File: src/rtl/xag_pkg.sv
`timescale 1ns/1ps
package xag_pkg;

    typedef enum logic [1:0] {
        ST_IDLE  = 2'd0,
        ST_COUNT = 2'd1,
        ST_ACK   = 2'd2
    } xag_state_e;

endpackage

File: src/rtl/xag_wait_cnt.sv
`timescale 1ns/1ps
// Down-counter holding the wait states still to run.
module xag_wait_cnt #(
    parameter int CNT_W = 3
) (
    input  logic             clk,
    input  logic             rst_n,
    input  logic             load_i,
    input  logic [CNT_W-1:0] load_val_i,
    input  logic             dec_i,
    output logic             zero_o
);

    logic [CNT_W-1:0] remain_q;

    always_ff @(posedge clk or negedge rst_n) begin
        if (!rst_n) begin
            remain_q <= '0;
        end else if (load_i) begin
            remain_q <= load_val_i;
        end else if (dec_i && (remain_q != '0)) begin
            remain_q <= remain_q - 1'b1;
        end
    end

    assign zero_o = (remain_q == '0);

endmodule

File: src/rtl/xag_ctrl.sv
`timescale 1ns/1ps
// Access sequencer: IDLE -> (COUNT) -> ACK -> IDLE.
module xag_ctrl
    import xag_pkg::*;
#(
    parameter int CNT_W = 3
) (
    input  logic             clk,
    input  logic             rst_n,
    input  logic             start_i,
    input  logic             wait_i,
    input  logic             end_i,
    input  logic [CNT_W-1:0] delay_i,
    input  logic             cnt_zero_i,
    output logic             load_o,
    output logic [CNT_W-1:0] load_val_o,
    output logic             dec_o,
    output logic             early_o,
    output logic             ack_o,
    output xag_state_e       state_o
);

    xag_state_e st_q;
    xag_state_e st_d;

    // State register
    always_ff @(posedge clk or negedge rst_n) begin
        if (!rst_n) begin
            st_q <= ST_IDLE;
        end else begin
            st_q <= st_d;
        end
    end

    // Next-state logic
    always_comb begin
        st_d = st_q;
        unique case (st_q)
            ST_IDLE: begin
                if (start_i && !end_i) begin
                    if ((delay_i == '0) && !wait_i) begin
                        st_d = ST_ACK;          // LAUNCH_FAST
                    end else begin
                        st_d = ST_COUNT;        // LAUNCH_COUNT
                    end
                end
            end
            ST_COUNT: begin
                if (end_i) begin
                    st_d = ST_IDLE;             // ABORT
                end else if (!wait_i && cnt_zero_i) begin
                    st_d = ST_ACK;              // EXPIRE
                end                             // else STALL / count
            end
            ST_ACK: begin
                if (end_i) begin
                    st_d = ST_IDLE;             // RELEASE
                end
            end
            default: st_d = ST_IDLE;
        endcase
    end

    // Output and counter-control logic
    always_comb begin
        load_o     = (st_q == ST_IDLE) && start_i && !end_i;
        // The period that consumes one step is the start period itself
        // unless the wait input holds it.
        load_val_o = (wait_i || (delay_i == '0)) ? delay_i
                                                 : delay_i - 1'b1;
        dec_o      = (st_q == ST_COUNT) && !wait_i && !end_i;
        early_o    = (st_d == ST_ACK) && (st_q != ST_ACK);
        ack_o      = (st_q == ST_ACK);
        state_o    = st_q;
    end

endmodule

File: src/rtl/xag_half_edge.sv
`timescale 1ns/1ps
// Optional falling-edge retiming of a group of output bits.
module xag_half_edge #(
    parameter int  NBITS   = 2,
    parameter bit  HALF_EN = 1'b1
) (
    input  logic             clk,
    input  logic             rst_n,
    input  logic             half_i,
    input  logic [NBITS-1:0] rise_i,
    output logic [NBITS-1:0] out_o
);

    generate
        if (HALF_EN) begin : g_half
            logic [NBITS-1:0] fall_q;
            always_ff @(negedge clk or negedge rst_n) begin
                if (!rst_n) begin
                    fall_q <= '0;
                end else begin
                    fall_q <= rise_i;
                end
            end
            assign out_o = half_i ? fall_q : rise_i;
        end else begin : g_full
            logic unused_half;
            assign unused_half = half_i;
            assign out_o = rise_i;
        end
    endgenerate

endmodule

File: src/rtl/xfer_ack_gen.sv
`timescale 1ns/1ps
module xfer_ack_gen
    import xag_pkg::*;
#(
    parameter int CNT_W   = 3,
    parameter bit HALF_EN = 1'b1
) (
    input  logic             clk,
    input  logic             rst_n,
    input  logic             start_i,
    input  logic             wait_i,
    input  logic             access_end_i,
    input  logic [CNT_W-1:0] delay_i,
    input  logic             half_i,
    output logic             ack_o,
    output logic             early_o
);

    localparam int OUT_BITS = 2;

    logic             cnt_load;
    logic [CNT_W-1:0] cnt_val;
    logic             cnt_dec;
    logic             cnt_zero;
    logic             early_pos;
    logic             ack_pos;
    xag_state_e       st;
    logic [OUT_BITS-1:0] out_sel;

    xag_wait_cnt #(.CNT_W(CNT_W)) i_cnt (
        .clk        (clk),
        .rst_n      (rst_n),
        .load_i     (cnt_load),
        .load_val_i (cnt_val),
        .dec_i      (cnt_dec),
        .zero_o     (cnt_zero)
    );

    xag_ctrl #(.CNT_W(CNT_W)) i_ctrl (
        .clk        (clk),
        .rst_n      (rst_n),
        .start_i    (start_i),
        .wait_i     (wait_i),
        .end_i      (access_end_i),
        .delay_i    (delay_i),
        .cnt_zero_i (cnt_zero),
        .load_o     (cnt_load),
        .load_val_o (cnt_val),
        .dec_o      (cnt_dec),
        .early_o    (early_pos),
        .ack_o      (ack_pos),
        .state_o    (st)
    );

    xag_half_edge #(.NBITS(OUT_BITS), .HALF_EN(HALF_EN)) i_half (
        .clk    (clk),
        .rst_n  (rst_n),
        .half_i (half_i),
        .rise_i ({ack_pos, early_pos}),
        .out_o  (out_sel)
    );

    assign ack_o   = out_sel[1];
    assign early_o = out_sel[0];

endmodule

File: config.mk
export PLATFORM = sky130hd
export DESIGN_NAME = xfer_ack_gen
export DESIGN_NICKNAME = d
export VERILOG_FILES = /design/src/rtl/xag_pkg.sv /design/src/rtl/xag_wait_cnt.sv /design/src/rtl/xag_ctrl.sv /design/src/rtl/xag_half_edge.sv /design/src/rtl/xfer_ack_gen.sv
export SDC_FILE = /design/constraint.sdc
export NUM_CORES = 1
export LEC_CHECK = 0
export BUFFER_PORTS_ARGS = -buffer_cell sky130_fd_sc_hd__buf_2
export CAP_MARGIN = 15
export CORE_AREA = 10 10 47 49
export DETAILED_ROUTE_END_ITERATION = 7
export DIE_AREA = 0 0 57 59
export RECOVER_POWER = 50
export SLEW_MARGIN = 20
export SYNTH_ARGS = -nofsm -noshare
export SYNTH_HDL_FRONTEND = slang
export SYNTH_SLANG_ARGS = --single-unit
File: constraint.sdc
create_clock -name clk -period 2.05 [get_ports clk]
set_input_delay 0.41 -clock clk [delete_from_list [all_inputs] [get_ports clk]]
set_output_delay 0.41 -clock clk [all_outputs]
set_load 0.1 [all_outputs]
==> results of run 1 <==
==> worst min-delay path: cells and delay by family <==
family                 cells  cell delay (ns)
and+or+nand+nor            1             0.04
buffers and inverters      2             0.19
==> cells in the final DEF (no fill, tap or decap), drive strengths merged, types with 2 or more instances in the layout <==
cell,count
a21oi,3
buf,26
clkbuf,6
dfrtn,2
dfrtp,5
ha,4
inv,6
mux2,3
nand2,2
nand2b,3
nor3,2
o21ai,2
xnor2,3
==> registers in the layout, summed over array words and instances (netlist names) <==
register and count:
i_cnt.remain_q 3, i_ctrl.state_o 2, i_half.g_half.fall_q 2
==> logic make-up (layout without fill, tap and decap cells) <==
family / Yosys count / count (layout) / share of synthesized area [%]
adder cells (fa/ha/maj): 4 / 4 / 9.853
flip-flops: 7 / 7 / 34.48
XOR/XNOR: 3 / 3 / 5.173
buffers and inverters: 7 / 39 / 5.417
multiplexers: 4 / 4 / 8.620
AND/OR/NAND/NOR: 14 / 14 / 24.38
AO/OA/AOI/OAI: 9 / 9 / 12.07
==> power groups by stage <==
stage               clock, mW  combinational (mW)  sequential (mW)
floorplan                   0               0.188            0.204
global placement            0               0.334            0.202
detailed placement          0               0.345            0.203
CTS                     0.131               0.346            0.201
global route            0.139               0.402            0.206
finish                  0.129               0.363            0.203
==> what timing repair did <==
item / in CTS / in global routing
pin swaps: 1 / 0
endpoints found under the hold margin: 5 / 0
resized for setup: 0 / 3
hold buffers: 1 / 0
setup endpoints to repair: 3 / 3
setup buffers: 0 / 1
==> final timing paths <==
| kind | startpoint | endpoint | slack [ns] | cells after the start |
|---|---|---|---|---|
| max | i_half.g_half.fall_q[0] | early_o | -0.41 | 2 |
| min | access_end_i | i_ctrl.state_o[1] | 0.43 | 3 |
| max reg2reg | i_ctrl.state_o[1] | i_half.g_half.fall_q[0] | -0.06 | 3 |
| min reg2reg | i_cnt.remain_q[2] | i_cnt.remain_q[2] | 0.59 | 2 |
| max in group asynchronous | rst_n | i_half.g_half.fall_q[1] | 0.26 | 2 |
| min in group asynchronous | rst_n | i_ctrl.state_o[0] | 0.59 | 2 |
==> layout make-up <==
type / count / area (µm²) / area share, %
repair buffers: 29 / 220.2 / 28.03
well taps: 16 / 20.02 / 2.548
multi-input cells: 34 / 321.6 / 40.92
inverters: 6 / 22.52 / 2.866
clock buffers: 4 / 26.28 / 3.344
flip-flops and latches: 7 / 175.2 / 22.29
==> layer usage <==
layer	GRT usage [%]	share of wire, %
met1	8.353	47
met2	11.78	48
met3	1.073	3.2
met4	5.034	2.4
met5	0	0
==> metrics by stage <==
stage,setup TNS [ns],total power [mW],cells,setup slack [ns]
4_1_cts,-0.8959,0.6785,95,-0.4161
6_report,-0.8723,0.6942,96,-0.4089
2_1_floorplan,-0.3568,0.3922,48,-0.1991
5_1_grt,-0.9510,0.7469,96,-0.4332
3_5_place_dp,-0.4619,0.5482,90,-0.1984
3_3_place_gp,-0.4225,0.5363,90,-0.1786
==> run_results.csv, run 1 <==
group,metric,value,unit
layout,drive_gt1_share,51.25,%
run_status,status,"complete, but fails checks",
power,power.density,883.4,nW/µm²
yosys,synth_top_area_share,24.63,%
yosys,yosysMostFrequentCell,"inv_1",
layout,nFillCells,122,
power,p_switching,0.2337,mW
worst_setup_path,crit_required,1.64,ns
yosys,ys_top_cells_by_area,"dfrtp_1 (25%), dfrtn_1 (9.9%), ha_1 (9.9%)",
sta,setup_slack,-0.4089,ns
yosys,postSynthCellCount,48,
floorplanning,pin_count,11,
sta,slew_headroom,74.44,%
power,p_leak,0.3955,nW
route,drc,0,
route,dr.pass1.iters,1,
layout,syn2layout_area_growth,54.68,%
grt,grt_usage,7.186,%
yosys,yosys-top-cells-count,"inv_1 (6), dfrtp_1 (5), ha_1 (4)",
layout,antennaDiodeCount,0,
grt,grt_start_max_net_pins,8,
worst_hold_path,hold_class,"input pin to flop",
run_status,violations,"negative setup slack",
power,power_frac_clock,18.5,%
worst_setup_path,max_stage_delay,0.32,ns
worst_setup_path,crit_buf_inv,1,
sta,tightest_slew,0.3833,ns
floorplanning,die_w,57,µm
sta,rsz0062_at_grt,"true",
grt,grt_remaining_overflow,0,
worst_setup_path,worst_setup_path_start_kind,"flop",
grt,grt_pass1_vias,489,
route,wl_per_cell,11.69,µm
worst_setup_path,cp_max_fo,1,
placed_design,hpwl,946,µm
clock_tree,cts-root-buf,"clkbuf_4",
yosys,synth_nets,61,
sta,setup_viol_count_final,3,
floorplanning,fp.dieH,59,µm
clock_tree,insertion_delay,0.26,ns
worst_setup_path,worstPathCellList,"mux2_4 -> buf_12",
clock_tree,clock_path_buffers,2,
placed_design,portBuffers,10,
route,ant_nets,0,
worst_setup_path,critical_path_class,"flop to output pin",
yosys,syn_area_per_cell,10.58,µm²
power,switching_share,33.66,%
grt,antenna_found_initial,0,
placed_design,gp_congestion,0.7172,
layout,fin_util,56.07,%
layout,finalInstanceArea,785.8,µm²
power,combPwrFrac,52.3,%
clock_tree,htreeDepth,1,
route,drt_iter0_drc,0,
yosys,async_flop_share,100.0,%
floorplanning,die_area,3363,µm²
grt,grt_pass1_wl,2.007,mm
power,vdd_ir_drop_max,0.3989,mV
yosys,syn_area,508.0,µm²
route,vias,440,
placed_design,placed_area,738.2,µm²
clock_tree,cts_tree,"done",
worst_setup_path,cp_slowest_cell,"dfrtn_1",
sta,fin_worst_skew,0.01918,ns
clock_tree,numClockSinks,7,
clock_tree,numCtsBuffers,3,
power,seq_power_share,29.2,%
power,power.internal,0.4605,mW
yosys,yosys_warnings,0,
worst_setup_path,cpLargestDelayFamily,"flip-flops",
sta,drv_slew,0,
yosys,synth-seq-cells,7,
sta,timing_hold_violations_final,0,
sta,fin_hold_ws,0.4271,ns
floorplanning,initial_core_util,36.25,%
route,vias_per_cell,4.583,
layout,fin_nets,94,
worst_setup_path,arrival,2.05,ns
yosys,synth_ff_type,"dfrtp_1",
clock_tree,clk_pin_slew,0.06,ns
floorplanning,coreArea,1401,µm²
worst_setup_path,cp-end-kind,"output pin",
yosys,synth.distinct_cells,28,
floorplanning,rows,14,
route,wirelength,1.122,mm
yosys,seq_area_frac_synth,34.48,%
run,drv_cap,0,
yosys,synth_edf_count,0,
yosys,synth_top_cell_by_area,"dfrtp_1",
Power figures use the tool's default switching activity.
==> inputs of run 2 (changes only) <==
--- a/config.mk
+++ b/config.mk
@@ -10,6 +10,7 @@
 export CORE_AREA = 10 10 47 49
 export DETAILED_ROUTE_END_ITERATION = 7
 export DIE_AREA = 0 0 57 59
+export PLACE_DENSITY = 0.61
 export RECOVER_POWER = 50
 export SLEW_MARGIN = 20
 export SYNTH_ARGS = -nofsm -noshare
==> run_results.csv, run 2 (same netlist as run 1, synthesis figures left out) <==
group,metric,value,unit
route,drt_iter0_drc,3,
layout,syn2layout_area_growth,52.96,%
grt,grt_pass1_wl,2.007,mm
sta,timing_hold_violations_final,0,
grt,grt_pass1_vias,468,
worst_setup_path,worstPathCellList,"mux2_4 -> buf_12",
placed_design,hpwl,909.2,µm
worst_setup_path,r2r-start,"i_ctrl.state_o[1]",
grt,antenna_found_initial,0,
sta,drv_slew,0,
layout,finalInstanceArea,777.0,µm²
power,p_leak,0.3923,nW
worst_setup_path,crit_start,"i_half.g_half.fall_q[1]",
route,drc,0,
sta,setup_slack,-0.4096,ns
layout,fin_util,55.45,%
route,wirelength,1.097,mm
power,power.density,867.1,nW/µm²
floorplanning,die_area,3363,µm²
placed_design,placed_cells,90,
sta,slew_headroom,74.14,%
placed_design,portBuffers,10,
worst_setup_path,worst-r2r-setup-slack,-0.06,ns
placed_design,gp_congestion,0.7251,
worst_setup_path,crit_buf_inv,1,
layout,final_common_cell,"buf_4",
clock_tree,cts_setup_buffers,0,
clock_tree,clock_path_buffers,2,
layout,drive_gt1_share,49.37,%
floorplanning,rows,14,
clock_tree,numCtsBuffers,3,
layout,largest_reg_flops,3,
route,vias_per_cell,4.695,
layout,regMostFlops,"i_cnt.remain_q",
layout,stdcell_count,95,
run,drv_cap,0,
worst_setup_path,cp_max_fo,1,
worst_setup_path,cpLargestDelayFamily,"flip-flops",
placed_design,placed_area,738.2,µm²
route,wl_per_cell,11.55,µm
power,finalPower,0.6737,mW
clock_tree,cts_tree,"done",
worst_setup_path,max_stage_delay,0.32,ns
clock_tree,numClockSinks,7,
layout,fin_nets,93,
sta,tightest_slew,0.3879,ns
route,vias,446,
sta,setup_viol_count_final,3,
run_status,status,"complete, but fails checks",
grt,grt_usage,7.806,%
worst_setup_path,crit_required,1.64,ns
sta,fin_worst_skew,0.009991,ns
floorplanning,coreArea,1401,µm²
worst_setup_path,critical_path_class,"flop to output pin",
grt,grt_start_max_net_pins,8,
floorplanning,pin_count,11,
clock_tree,insertion_delay,0.26,ns
clock_tree,htreeDepth,1,
worst_setup_path,arrival,2.05,ns
route,ant_nets,0,
floorplanning,initial_core_util,36.25,%
sta,rsz0062_at_grt,"true",
route,dr.pass1.iters,4,
power,vdd_ir_drop_max,0.4185,mV
clock_tree,cts-root-buf,"clkbuf_4",
layout,antennaDiodeCount,0,
worst_setup_path,worst_setup_path_start_kind,"flop",
clock_tree,clk_pin_slew,0.05,ns
floorplanning,die_w,57,µm
run_status,violations,"negative setup slack",
floorplanning,fp.dieH,59,µm
worst_setup_path,cp-end-kind,"output pin",
grt,grt_remaining_overflow,0,
worst_hold_path,hold_class,"input pin to flop",
worst_setup_path,cp_slowest_cell,"dfrtn_1",
worst_hold_path,hp-start,"access_end_i",
layout,mostFrequentLayoutCells,"buf_4 (17), buf_2 (7), inv_1 (6)",
[run 2: changes by cell type in the layout (fill, tap and decap cells not counted), sizes merged]
cell / delta
clkbuf: -1
[run 2: metrics by stage]
step                setup slack, ns  hold slack [ns]  setup TNS [ns]
floorplan                   -0.1991           0.1144         -0.3568
global placement            -0.1773           0.2544         -0.4196
detailed placement          -0.1900           0.2559         -0.4545
CTS                         -0.4184           0.4140         -0.9025
global route                -0.4407           0.4301         -0.9777
finish                      -0.4096           0.4214         -0.8706
[run 2: cell type report]
class,instances,area (µm²)
multi-input cells,34,316.6
fillers,125,624.3
inverters,6,22.52
well taps,16,20.02
repair buffers,28,216.5
clock buffers,4,26.28
flip-flops and latches,7,175.2
[run 2: worst reg2reg max path, cell delays in order, from the launching register on]
cell and delay (ns):
dfrtp_1 0.38, or4b_4 0.52, nand2b_4 0.15, o21ai_2 0.06
[run 2: repair_timing]
action,CTS,global route
endpoints found under the hold margin,5,0
setup endpoints to repair,3,3
gates cloned,0,0
gates resized for setup,0,1
hold buffers,1,0
pin swaps,1,0
[run 2: worst paths after layout]
path / end / depth (start not counted)
worst max-delay path: ack_o / 2
worst min-delay path: i_ctrl.state_o[1] / 3
worst max register to register: i_half.g_half.fall_q[0] / 3
worst min register to register: i_cnt.remain_q[1] / 2
max in group asynchronous: i_half.g_half.fall_q[0] / 2
min in group asynchronous: i_ctrl.state_o[0] / 2
[run 2: power by group]
part	internal, mW	switching [mW]	leakage (nW)	total [mW]
logic	0.192	0.151	0.288	0.343
clock network	0.0745	0.0547	0.0150	0.129
registers	0.180	0.0219	0.0889	0.202
total	0.446	0.227	0.392	0.674
[run 2: per-layer routing]
| layer | vias up | track usage, % | wire [µm] |
|---|---|---|---|
| li1 | 229 | - | - |
| met1 | 200 | 7.914 | 456 |
| met2 | 13 | 12.25 | 542 |
| met3 | 4 | 2.361 | 47 |
| met4 | 0 | 8.054 | 51 |
| met5 | - | 0 | 0 |
